--- src/rtl/can_txmb_pkg.sv ---
package can_txmb_pkg;
  localparam int ID_W   = 29;
  localparam int STD_W  = 11;
  localparam int DLC_W  = 4;
  localparam int DATA_W = 64;
  localparam int RES_W  = 2;

  typedef enum logic [RES_W-1:0] {
    RES_OK   = 2'd0,
    RES_ERR  = 2'd1,
    RES_LOST = 2'd2,
    RES_RSVD = 2'd3
  } res_e;

  typedef struct packed {
    logic [ID_W-1:0]   id;
    logic              ide;
    logic              rtr;
    logic [DLC_W-1:0]  dlc;
    logic [DATA_W-1:0] data;
  } frame_t;

  // Priority key: standard identifiers occupy the top bits of the extended space.
  function automatic logic [ID_W-1:0] prio_key(input logic [ID_W-1:0] id, input logic ide);
    return ide ? id : {id[STD_W-1:0], {(ID_W-STD_W){1'b0}}};
  endfunction

  // Frame as the engine sees it: masked identifier, no payload on remote frames.
  function automatic frame_t on_wire(input frame_t f);
    frame_t o;
    o = f;
    if (!f.ide) o.id = {{(ID_W-STD_W){1'b0}}, f.id[STD_W-1:0]};
    if (f.rtr)  o.data = '0;
    return o;
  endfunction
endpackage

--- src/rtl/can_txmb_slot.sv ---
module can_txmb_slot
  import can_txmb_pkg::*;
(
  input  logic             clk,
  input  logic             rst_n,
  input  logic             single_shot,
  input  logic             load_en,
  input  frame_t           load_frame,
  input  logic             go,
  input  logic             abort,
  input  logic             clr,
  input  logic             accept,
  input  logic             res_valid,
  input  logic [RES_W-1:0] res_code,
  output logic             pending,
  output logic             inflight,
  output frame_t           frame_q,
  output logic             done,
  output logic             ok,
  output logic             err,
  output logic             lost,
  output logic             complete_evt
);
  logic pend_q, fly_q, hold_q, done_q, ok_q, err_q, lost_q;
  logic is_ok, is_lost, is_err, result_here, finish, idle_abort;

  assign is_ok       = (res_code == RES_OK);
  assign is_lost     = (res_code == RES_LOST);
  assign is_err      = !is_ok && !is_lost;
  assign result_here = res_valid && fly_q;
  assign finish      = result_here && (is_ok || single_shot || hold_q || abort);
  assign idle_abort  = abort && pend_q && !fly_q && !accept;
  assign complete_evt = finish || idle_abort;

  always_ff @(posedge clk) begin
    if (!rst_n) begin
      pend_q  <= 1'b0;
      fly_q   <= 1'b0;
      hold_q  <= 1'b0;
      done_q  <= 1'b0;
      ok_q    <= 1'b0;
      err_q   <= 1'b0;
      lost_q  <= 1'b0;
      frame_q <= '0;
    end else begin
      if (load_en && !pend_q) frame_q <= load_frame;
      if (go && !pend_q)      pend_q  <= 1'b1;
      if (clr) begin
        done_q <= 1'b0;
        ok_q   <= 1'b0;
        err_q  <= 1'b0;
        lost_q <= 1'b0;
      end
      if (accept && pend_q && !fly_q) begin
        fly_q <= 1'b1;
        if (abort) hold_q <= 1'b1;
      end else if (idle_abort) begin
        pend_q <= 1'b0;
        done_q <= 1'b1;
        ok_q   <= 1'b0;
        err_q  <= 1'b0;
        lost_q <= 1'b0;
      end
      if (abort && fly_q) hold_q <= 1'b1;
      if (result_here) begin
        fly_q  <= 1'b0;
        hold_q <= 1'b0;
        if (finish) begin
          pend_q <= 1'b0;
          done_q <= 1'b1;
          ok_q   <= is_ok;
          err_q  <= is_err;
          lost_q <= is_lost;
        end
      end
    end
  end

  assign pending  = pend_q;
  assign inflight = fly_q;
  assign done     = done_q;
  assign ok       = ok_q;
  assign err      = err_q;
  assign lost     = lost_q;
endmodule

--- src/rtl/can_txmb_pick.sv ---
module can_txmb_pick
  import can_txmb_pkg::*;
#(
  parameter int N = 3,
  localparam int IDX_W = (N > 1) ? $clog2(N) : 1
) (
  input  logic [N-1:0]    elig,
  input  logic [ID_W-1:0] keys [N],
  output logic            any,
  output logic [IDX_W-1:0] idx
);
  logic [ID_W-1:0] best;

  always_comb begin
    any  = 1'b0;
    idx  = '0;
    best = '0;
    for (int i = 0; i < N; i++) begin
      if (elig[i] && (!any || keys[i] < best)) begin
        any  = 1'b1;
        idx  = IDX_W'(i);
        best = keys[i];
      end
    end
  end
endmodule

--- src/rtl/can_txmb_ctrl.sv ---
module can_txmb_ctrl
  import can_txmb_pkg::*;
#(
  parameter int NUM_MB = 3,
  localparam int IDX_W = (NUM_MB > 1) ? $clog2(NUM_MB) : 1
) (
  input  logic              clk,
  input  logic              rst_n,
  input  logic              single_shot,
  input  logic              empty_irq_en,
  input  logic              wr_en,
  input  logic [IDX_W-1:0]  wr_sel,
  input  logic [ID_W-1:0]   wr_id,
  input  logic              wr_ide,
  input  logic              wr_rtr,
  input  logic [DLC_W-1:0]  wr_dlc,
  input  logic [DATA_W-1:0] wr_data,
  input  logic [NUM_MB-1:0] req_set,
  input  logic [NUM_MB-1:0] abort_req,
  input  logic [NUM_MB-1:0] done_clr,
  output logic              eng_req_valid,
  output logic [IDX_W-1:0]  eng_mb_idx,
  output logic [ID_W-1:0]   eng_id,
  output logic              eng_ide,
  output logic              eng_rtr,
  output logic [DLC_W-1:0]  eng_dlc,
  output logic [DATA_W-1:0] eng_data,
  input  logic              eng_accept,
  input  logic              res_valid,
  input  logic [RES_W-1:0]  res_code,
  output logic [NUM_MB-1:0] mb_empty,
  output logic              any_empty,
  output logic [NUM_MB-1:0] done_flag,
  output logic [NUM_MB-1:0] ok_flag,
  output logic [NUM_MB-1:0] err_flag,
  output logic [NUM_MB-1:0] lost_flag,
  output logic              irq
);
  frame_t            wr_frame;
  frame_t            fq [NUM_MB];
  frame_t            shown;
  logic [ID_W-1:0]   keys [NUM_MB];
  logic [NUM_MB-1:0] pend_vec, fly_vec, elig, accept_vec, complete_vec;
  logic              pick_any, busy;
  logic [IDX_W-1:0]  pick_idx, fly_idx;

  assign wr_frame = '{id: wr_id, ide: wr_ide, rtr: wr_rtr, dlc: wr_dlc, data: wr_data};

  for (genvar g = 0; g < NUM_MB; g++) begin : g_mb
    can_txmb_slot u_slot (
      .clk         (clk),
      .rst_n       (rst_n),
      .single_shot (single_shot),
      .load_en     (wr_en && (wr_sel == IDX_W'(g))),
      .load_frame  (wr_frame),
      .go          (req_set[g]),
      .abort       (abort_req[g]),
      .clr         (done_clr[g]),
      .accept      (accept_vec[g]),
      .res_valid   (res_valid),
      .res_code    (res_code),
      .pending     (pend_vec[g]),
      .inflight    (fly_vec[g]),
      .frame_q     (fq[g]),
      .done        (done_flag[g]),
      .ok          (ok_flag[g]),
      .err         (err_flag[g]),
      .lost        (lost_flag[g]),
      .complete_evt(complete_vec[g])
    );
    assign keys[g]       = prio_key(fq[g].id, fq[g].ide);
    assign accept_vec[g] = eng_accept && eng_req_valid && (pick_idx == IDX_W'(g));
  end

  assign busy = |fly_vec;
  assign elig = pend_vec & ~fly_vec;

  can_txmb_pick #(.N(NUM_MB)) u_pick (
    .elig (elig),
    .keys (keys),
    .any  (pick_any),
    .idx  (pick_idx)
  );

  always_comb begin
    fly_idx = '0;
    for (int i = 0; i < NUM_MB; i++)
      if (fly_vec[i]) fly_idx = IDX_W'(i);
  end

  assign shown         = on_wire(fq[pick_idx]);
  assign eng_req_valid = pick_any && !busy;
  assign eng_mb_idx    = pick_idx;
  assign eng_id        = shown.id;
  assign eng_ide       = shown.ide;
  assign eng_rtr       = shown.rtr;
  assign eng_dlc       = shown.dlc;
  assign eng_data      = shown.data;

  assign mb_empty  = ~pend_vec;
  assign any_empty = |mb_empty;
  assign irq       = empty_irq_en && any_empty;
endmodule

--- config.mk ---
export PLATFORM = sky130hd
export DESIGN_NAME = can_txmb_ctrl
export DESIGN_NICKNAME = d
export VERILOG_FILES = /design/src/rtl/can_txmb_pkg.sv /design/src/rtl/can_txmb_slot.sv /design/src/rtl/can_txmb_pick.sv /design/src/rtl/can_txmb_ctrl.sv
export SDC_FILE = /design/constraint.sdc
export NUM_CORES = 1
export LEC_CHECK = 0
export BUFFER_PORTS_ARGS = -buffer_cell sky130_fd_sc_hd__buf_2
export CAP_MARGIN = 20
export CELL_PAD_IN_SITES_DETAIL_PLACEMENT = 2
export CELL_PAD_IN_SITES_GLOBAL_PLACEMENT = 2
export CORE_MARGIN = 3
export CORE_UTILIZATION = 37
export CTS_CLUSTER_DIAMETER = 150
export DETAILED_ROUTE_END_ITERATION = 10
export PLACE_DENSITY_LB_ADDON = 0.1
export SLEW_MARGIN = 20
export SYNTH_ARGS = -nofsm -noshare
export SYNTH_HDL_FRONTEND = slang
export SYNTH_SLANG_ARGS = --single-unit
export TNS_END_PERCENT = 20
--- constraint.sdc ---
create_clock -name clk -period 18.31 [get_ports clk]
set_input_delay 3.662 -clock clk [delete_from_list [all_inputs] [get_ports clk]]
set_output_delay 3.662 -clock clk [all_outputs]
set_load 0.01 [all_outputs]
Word-level counts from Yosys, hierarchy flattened:

Index checks and enable logic that the tools add are counted.

* bits in registers: 318
* input bits: 119
* output and inout bits: 119

* order comparisons: 3
* equal/unequal tests: 5
* muxes and demuxes: 99
* bitwise operators: 5
* reductions and logical operators: 82

Operators with widths (number)
* $bmux W99 S2: 1
* $mux W99: 2
* $mux W29: 6
* $mux W1: 88
* $mux W64: 1
* $lt A29 B29 Y1: 2
* $logic_and A1 B1 Y1: 42
* $logic_not A1 Y1: 14
* $reduce_bool A2 Y1: 6
* $logic_or A1 B1 Y1: 9
* $eq A2 B2 Y1 const B: 3
* $logic_not A2 Y1: 3
* $not A3 Y3: 2
* $reduce_and A2 Y1: 3
* $reduce_or A2 Y1: 3
* $reduce_or A3 Y1: 2
* $eq A2 B1 Y1 const B: 2
* $and A3 B3 Y3: 1
* $ge A3 B3 Y1 const B: 1
* $not A2 Y3: 1
* $mux W2: 1
* $not A1 Y1: 1

Logic depth before layout (Yosys ltp):

* depth in word-level cells: 20
* depth in mapped cells: 27

Modules after synthesis:

From an unflattened synthesis, not the netlist that was laid out.

* cell total of the unflattened synthesis: 2182
* area, all modules: 17553.1 µm²

By module, submodules not included
* can_txmb_slot: times used 3, cells each 466, area an instance 4052.6 µm², seq. area each 2122.0 µm²
* can_txmb_ctrl: times used 1, cells each 531, area an instance 3499.6 µm², seq. area each 0.0 µm²
* can_txmb_pick: times used 1, cells each 253, area an instance 1895.6 µm², seq. area each 0.0 µm²

Worst setup path before layout:

OpenSTA, ideal clock, no wires.

* path type: register to output
* start: reg g_mb[0].u_slot.pend_q
* end: out eng_id[18]
* arrival time: 5.693 ns
* path slack: 8.955 ns
* cell stages (with the launch flop): 27
* buffers on the path: 6
* path through: dfxtp_1 -> buf_4 -> inv_1 -> nor2_1 -> clkbuf_1 -> nand2_1 -> ha_1 -> a21oi_1 -> o21ai_0 -> a221oi_1 -> a21oi_1 -> nor2_2 -> clkbuf_1 -> clkbuf_1 -> a21oi_1 -> ha_1 -> a21o_1 -> a221o_1 -> a211oi_1 -> nor2_1 -> o32ai_1 -> or4b_4 -> clkinv_2 -> and2_1 -> buf_4 -> buf_6 -> o2bb2ai_2

* cells in the longest elaborated chain, start to end: 15

RTL lines
* from (decl): RTL line can_txmb_slot.sv:24 `logic pend_q, fly_q, hold_q, done_q, ok_q, err_q, lost_q;`
* from (signal assigned): RTL line can_txmb_slot.sv:37 `pend_q <= 1'b0;`
* from (signal assigned): RTL line can_txmb_slot.sv:47 `if (go && !pend_q) pend_q <= 1'b1;`
* from (signal assigned): RTL line can_txmb_slot.sv:58 `pend_q <= 1'b0;`
* $and A3 B3 Y3 (*): RTL line can_txmb_ctrl.sv:76 `assign elig = pend_vec & ~fly_vec;`
* $mux W29 / $mux W1 (equally long branches): RTL line can_txmb_pick.sv:19 `if (elig[i] && (!any || keys[i] < best)) begin`
* $lt A29 B29 Y1 / $logic_not A1 Y1 (equally long branches): RTL line can_txmb_pick.sv:19
* $logic_or A1 B1 Y1: RTL line can_txmb_pick.sv:19
* $logic_and A1 B1 Y1: RTL line can_txmb_pick.sv:19
* $mux W29 / $mux W1 (equally long branches): RTL line can_txmb_pick.sv:19
* $lt A29 B29 Y1 / $logic_not A1 Y1 (equally long branches): RTL line can_txmb_pick.sv:19
* $logic_or A1 B1 Y1: RTL line can_txmb_pick.sv:19
* $logic_and A1 B1 Y1: RTL line can_txmb_pick.sv:19
* $mux W2 (*): RTL line can_txmb_pick.sv:19
* $not A2 Y3 (not written as such) (*): RTL line can_txmb_ctrl.sv:91 `assign shown = on_wire(fq[pick_idx]);`
* $bmux W99 S2 (*): RTL line can_txmb_ctrl.sv:91
* $mux W99 (not written as such) (*) (2 in a row): RTL line can_txmb_ctrl.sv:91
* $mux W29 (*): RTL line can_txmb_pkg.sv:32 `if (!f.ide) o.id = {{(ID_W-STD_W){1'b0}}, f.id[STD_W-1:0]};`
* to (decl): RTL line can_txmb_ctrl.sv:23 `output logic [ID_W-1:0] eng_id,`

Mark *: on every way between the ends. The rest lies on a longest branch, timed or not. The select of a mux whose other input is x is not followed.

Worst setup path in the final report:

* start: reg g_mb[0].u_slot.frame_q[69] (netlist name)
* end: out eng_id[11]

* cells in the longest elaborated chain, start to end: 15

RTL lines
* from (decl): RTL line can_txmb_slot.sv:17 `output frame_t frame_q,`
* from (signal assigned): RTL line can_txmb_slot.sv:46 `if (load_en && !pend_q) frame_q <= load_frame;`
* $mux W29: RTL line can_txmb_pkg.sv:25 `return ide ? id : {id[STD_W-1:0], {(ID_W-STD_W){1'b0}}};`
* $mux W29: RTL line can_txmb_pick.sv:19
* $lt A29 B29 Y1: RTL line can_txmb_pick.sv:19
* $logic_or A1 B1 Y1: RTL line can_txmb_pick.sv:19
* $logic_and A1 B1 Y1: RTL line can_txmb_pick.sv:19
* $mux W29 / $mux W1 (equally long branches): RTL line can_txmb_pick.sv:19
* $lt A29 B29 Y1 / $logic_not A1 Y1 (equally long branches): RTL line can_txmb_pick.sv:19
* $logic_or A1 B1 Y1: RTL line can_txmb_pick.sv:19
* $logic_and A1 B1 Y1: RTL line can_txmb_pick.sv:19
* $mux W2: RTL line can_txmb_pick.sv:19
* $not A2 Y3 (not written as such): RTL line can_txmb_ctrl.sv:91
* $bmux W99 S2 (*): RTL line can_txmb_ctrl.sv:91
* $mux W99 (not written as such) (*) (2 in a row): RTL line can_txmb_ctrl.sv:91
* $mux W29 (*): RTL line can_txmb_pkg.sv:32

Marks and branches as above.

==> impl_results.md <==
* Rows at 76
* WL/cell at 21.9 µm
* Area share of the largest cell type after synthesis at 39.0%
* Outcome: finished clean
* M1 wire length at 26000 µm
* Post-route setup TNS at 0 ns
* Filler cells at 5010
* Syn nets at 2186
* Main synth FF type: dfxtp_1
* Final setup violation count at 0
* Post-CTS setup buffer count at 0
* CTS resizes at 0
* I/O pin count at 238
* Avg Inst Size Synth at 8.12 µm²
* Hold Fails Final Rpt at 0
* Post-synth EDFFs at 0
* Critical path type: register to output pin
* Post-Synthesis Cells at 2011
* Chip Height at 216 µm
* First-pass GRT wire length at 95200 µm
* Ys async rst share at 0%
* Global Route Usage Sum at 25.5%
* Crit-path max FO at 62
* Clk_lat worst skew at 0.56 ns
* Top Layer Used: met5
* Reg clk slew, reported paths at 0.06 ns
* Num CTS Buffers at 39
* Top post-synthesis cells by count: 678 x nand2_1, 318 x dfxtp_1, 297 x a21boi_0, 118 x clkbuf_1, 99 x mux2i_1
* Vias in the first global route at 16800
* Utilization after layout at 43.8%
* Unrepaired setup endpoints after global routing: no
* Area Overhead vs Synth at 16.2%
* Largest net degree at the start of global routing at 117
* Max Clock Freq at 78.0 MHz
* Hold Worst Slack at 0.461 ns
* Final ANT Viol Nets at 0
* Clk_skew at 0.0123 ns
* Grt total ovfl at 0
* Static leakage at 0.00711 µW
* Synthesized area at 16300 µm²
* Warnings, synthesis at 0
* Overall Power at 1760 µW
* Clock Tree Buf Depth at 3
* WP data arrival at 9.15 ns
* TritonCTS clock tree: yes
* Wire length on met3 at 1830 µm
* Area leader, netlist: dfxtp_1
* Fin area at 19000 µm²
* DR DRC count at 0
* Worst Tran Pin Value at 1.11 ns
* Die width at 216 µm
* HP Class: register to register
* Synthesis-stage register bit count at 318
* PD cells at 92.7 nW/µm²
* Startpoint Class: register
* # port buffers at 237
* Initial antenna violation count at 6
* Most frequent cell after synthesis: nand2_1
* Nets at 2322
* DP Area at 17700 µm²
* Maximum VDD drop at 0.0629 mV
* TritonCTS sink count at 318
* DP Wirelength at 40000 µm
* Post-Route WL at 60600 µm
* Register area share after synthesis at 39.0%
* Max Slew Vio Count at 0
* Reg2Reg Setup Slack at 10.57 ns
* Relative slew slack at 26.3%
* Critical Path RT at 14.65 ns
* DR vias/cell at 5.44
* Via Count at 15000
* Layout cell share with drive strength beyond 1 at 16.8%
* CORE AREA at 43400 µm²
* Initial DRT Pass Iterations at 4
* H-tree Lvls at 2
* Metal2 WL at 31400 µm
* Synth top area cells: dfxtp_1 39%, nand2_1 16%, a21boi_0 14%
* Starting DRT DRC Count at 599
* Fin crit share at 70.0%
* Post-CTS Hold Buffers at 0
* Post-route minimum period at 12.81 ns
* Die ar. at 46700 µm²
* Post-synth cell types at 53
* Clock root cell: clkbuf_16
* Gp weighted congestion at 0.882
* Setup crit end kind: output pin
* Starting density of the core at 37.7%
* Max-Cap Viols at 0
[power by group]
group / switching (µW) / internal, µW / total [µW]
clock: 318 / 451 / 769
combinational: 170 / 84.5 / 254
sequential: 19.5 / 715 / 735
[stage by stage]
stage	setup slack, ns	cells
6_report	5.50	2763
3_5_place_dp	5.99	2691
3_3_place_gp	6.21	2691
4_1_cts	5.36	2760
2_1_floorplan	8.96	2011
5_1_grt	4.80	2763
[registers in the layout, summed over array words and instances (netlist names)]
register              flops
g_mb.u_slot.done          3
g_mb.u_slot.err           3
g_mb.u_slot.frame_q     297
g_mb.u_slot.hold_q        3
g_mb.u_slot.inflight      3
g_mb.u_slot.lost          3
g_mb.u_slot.ok            3
g_mb.u_slot.pending       3
[path summary, 6_finish.rpt]
path                                               to                  startpoint  depth (start not counted)
worst min-delay path              g_mb[2].u_slot.lost         g_mb[2].u_slot.lost                          2
worst min register to register    g_mb[2].u_slot.lost         g_mb[2].u_slot.lost                          2
worst max register to register  g_mb[0].u_slot.hold_q  g_mb[0].u_slot.frame_q[69]                         22
worst max-delay path                       eng_id[11]  g_mb[0].u_slot.frame_q[69]                         23
[final cells by class]
class | count | area (µm²) | share of cell area, %
antenna | 3 | 7.51 | 0.0396
inverter | 7 | 27.5 | 0.145
sequential | 318 | 6370 | 33.6
multi-input combinational | 1525 | 9250 | 48.7
clock inverter | 10 | 148 | 0.778
clock buffer | 59 | 1110 | 5.86
timing repair buffer | 256 | 1340 | 7.04
tap | 585 | 732 | 3.86
[critical path, cell delays in order, from the launching register on]
cell and delay (ns):
dfxtp_1 0.72, and3b_1 0.79, nand2_1 0.17, ha_1 0.33
a21oi_1 0.14, nor2_1 0.07, a211oi_1 0.29, a41oi_1 0.26
nor2_4 0.53, buf_4 0.44, buf_4 0.80, nor2_1 0.09
a21oi_1 0.15, ha_1 0.27, a21oi_1 0.18, a21oi_1 0.10
o21ai_0 0.16, a31oi_1 0.10, o32ai_1 0.43, or4b_4 0.66
clkinv_2 0.43, and2_1 0.94, o2bb2ai_1 0.26, buf_2 0.20
[per-layer routing]
| layer | vias up | global-route usage [%] |
|---|---|---|
| met5 | - | 0 |
| met4 | 4 | 6.87 |
| met3 | 78 | 3.55 |
| met2 | 223 | 47.7 |
| met1 | 7617 | 30.6 |
| li1 | 7096 | - |
[logic make-up after synthesis]
family,count (synthesis),share of synthesized area [%]
buffers and inverters,168,4.65
adders and majority gates,56,4.29
DFF,318,39.0
muxes,132,8.34
and+or+nand+nor,829,20.7
AOI/OAI and AO/OA,508,23.1
[placed cells by master, fill, tap and decap left out, types with 4 or more instances in the layout]
master     instances
a21oi_1           58
dfxtp_1          318
clkbuf_8           6
nand2_1          678
mux2_2            33
a21boi_0         297
and3_1             5
clkbuf_1          14
o2bb2ai_2         10
and2_1            41
nor2b_1            6
a21o_1             7
and4_1             5
nand3_1           10
nor3_1             5
clkinv_2           4
nand4_1            9
o21a_1             6
inv_1              6
nor2_1            49
mux2i_1           99
o21ai_0           33
buf_2            236
ha_1              56
o2bb2ai_1         72
buf_4             19
nand2b_1           5
clkbuf_16         39
Note: power is estimated with default switching activity, not from simulation.
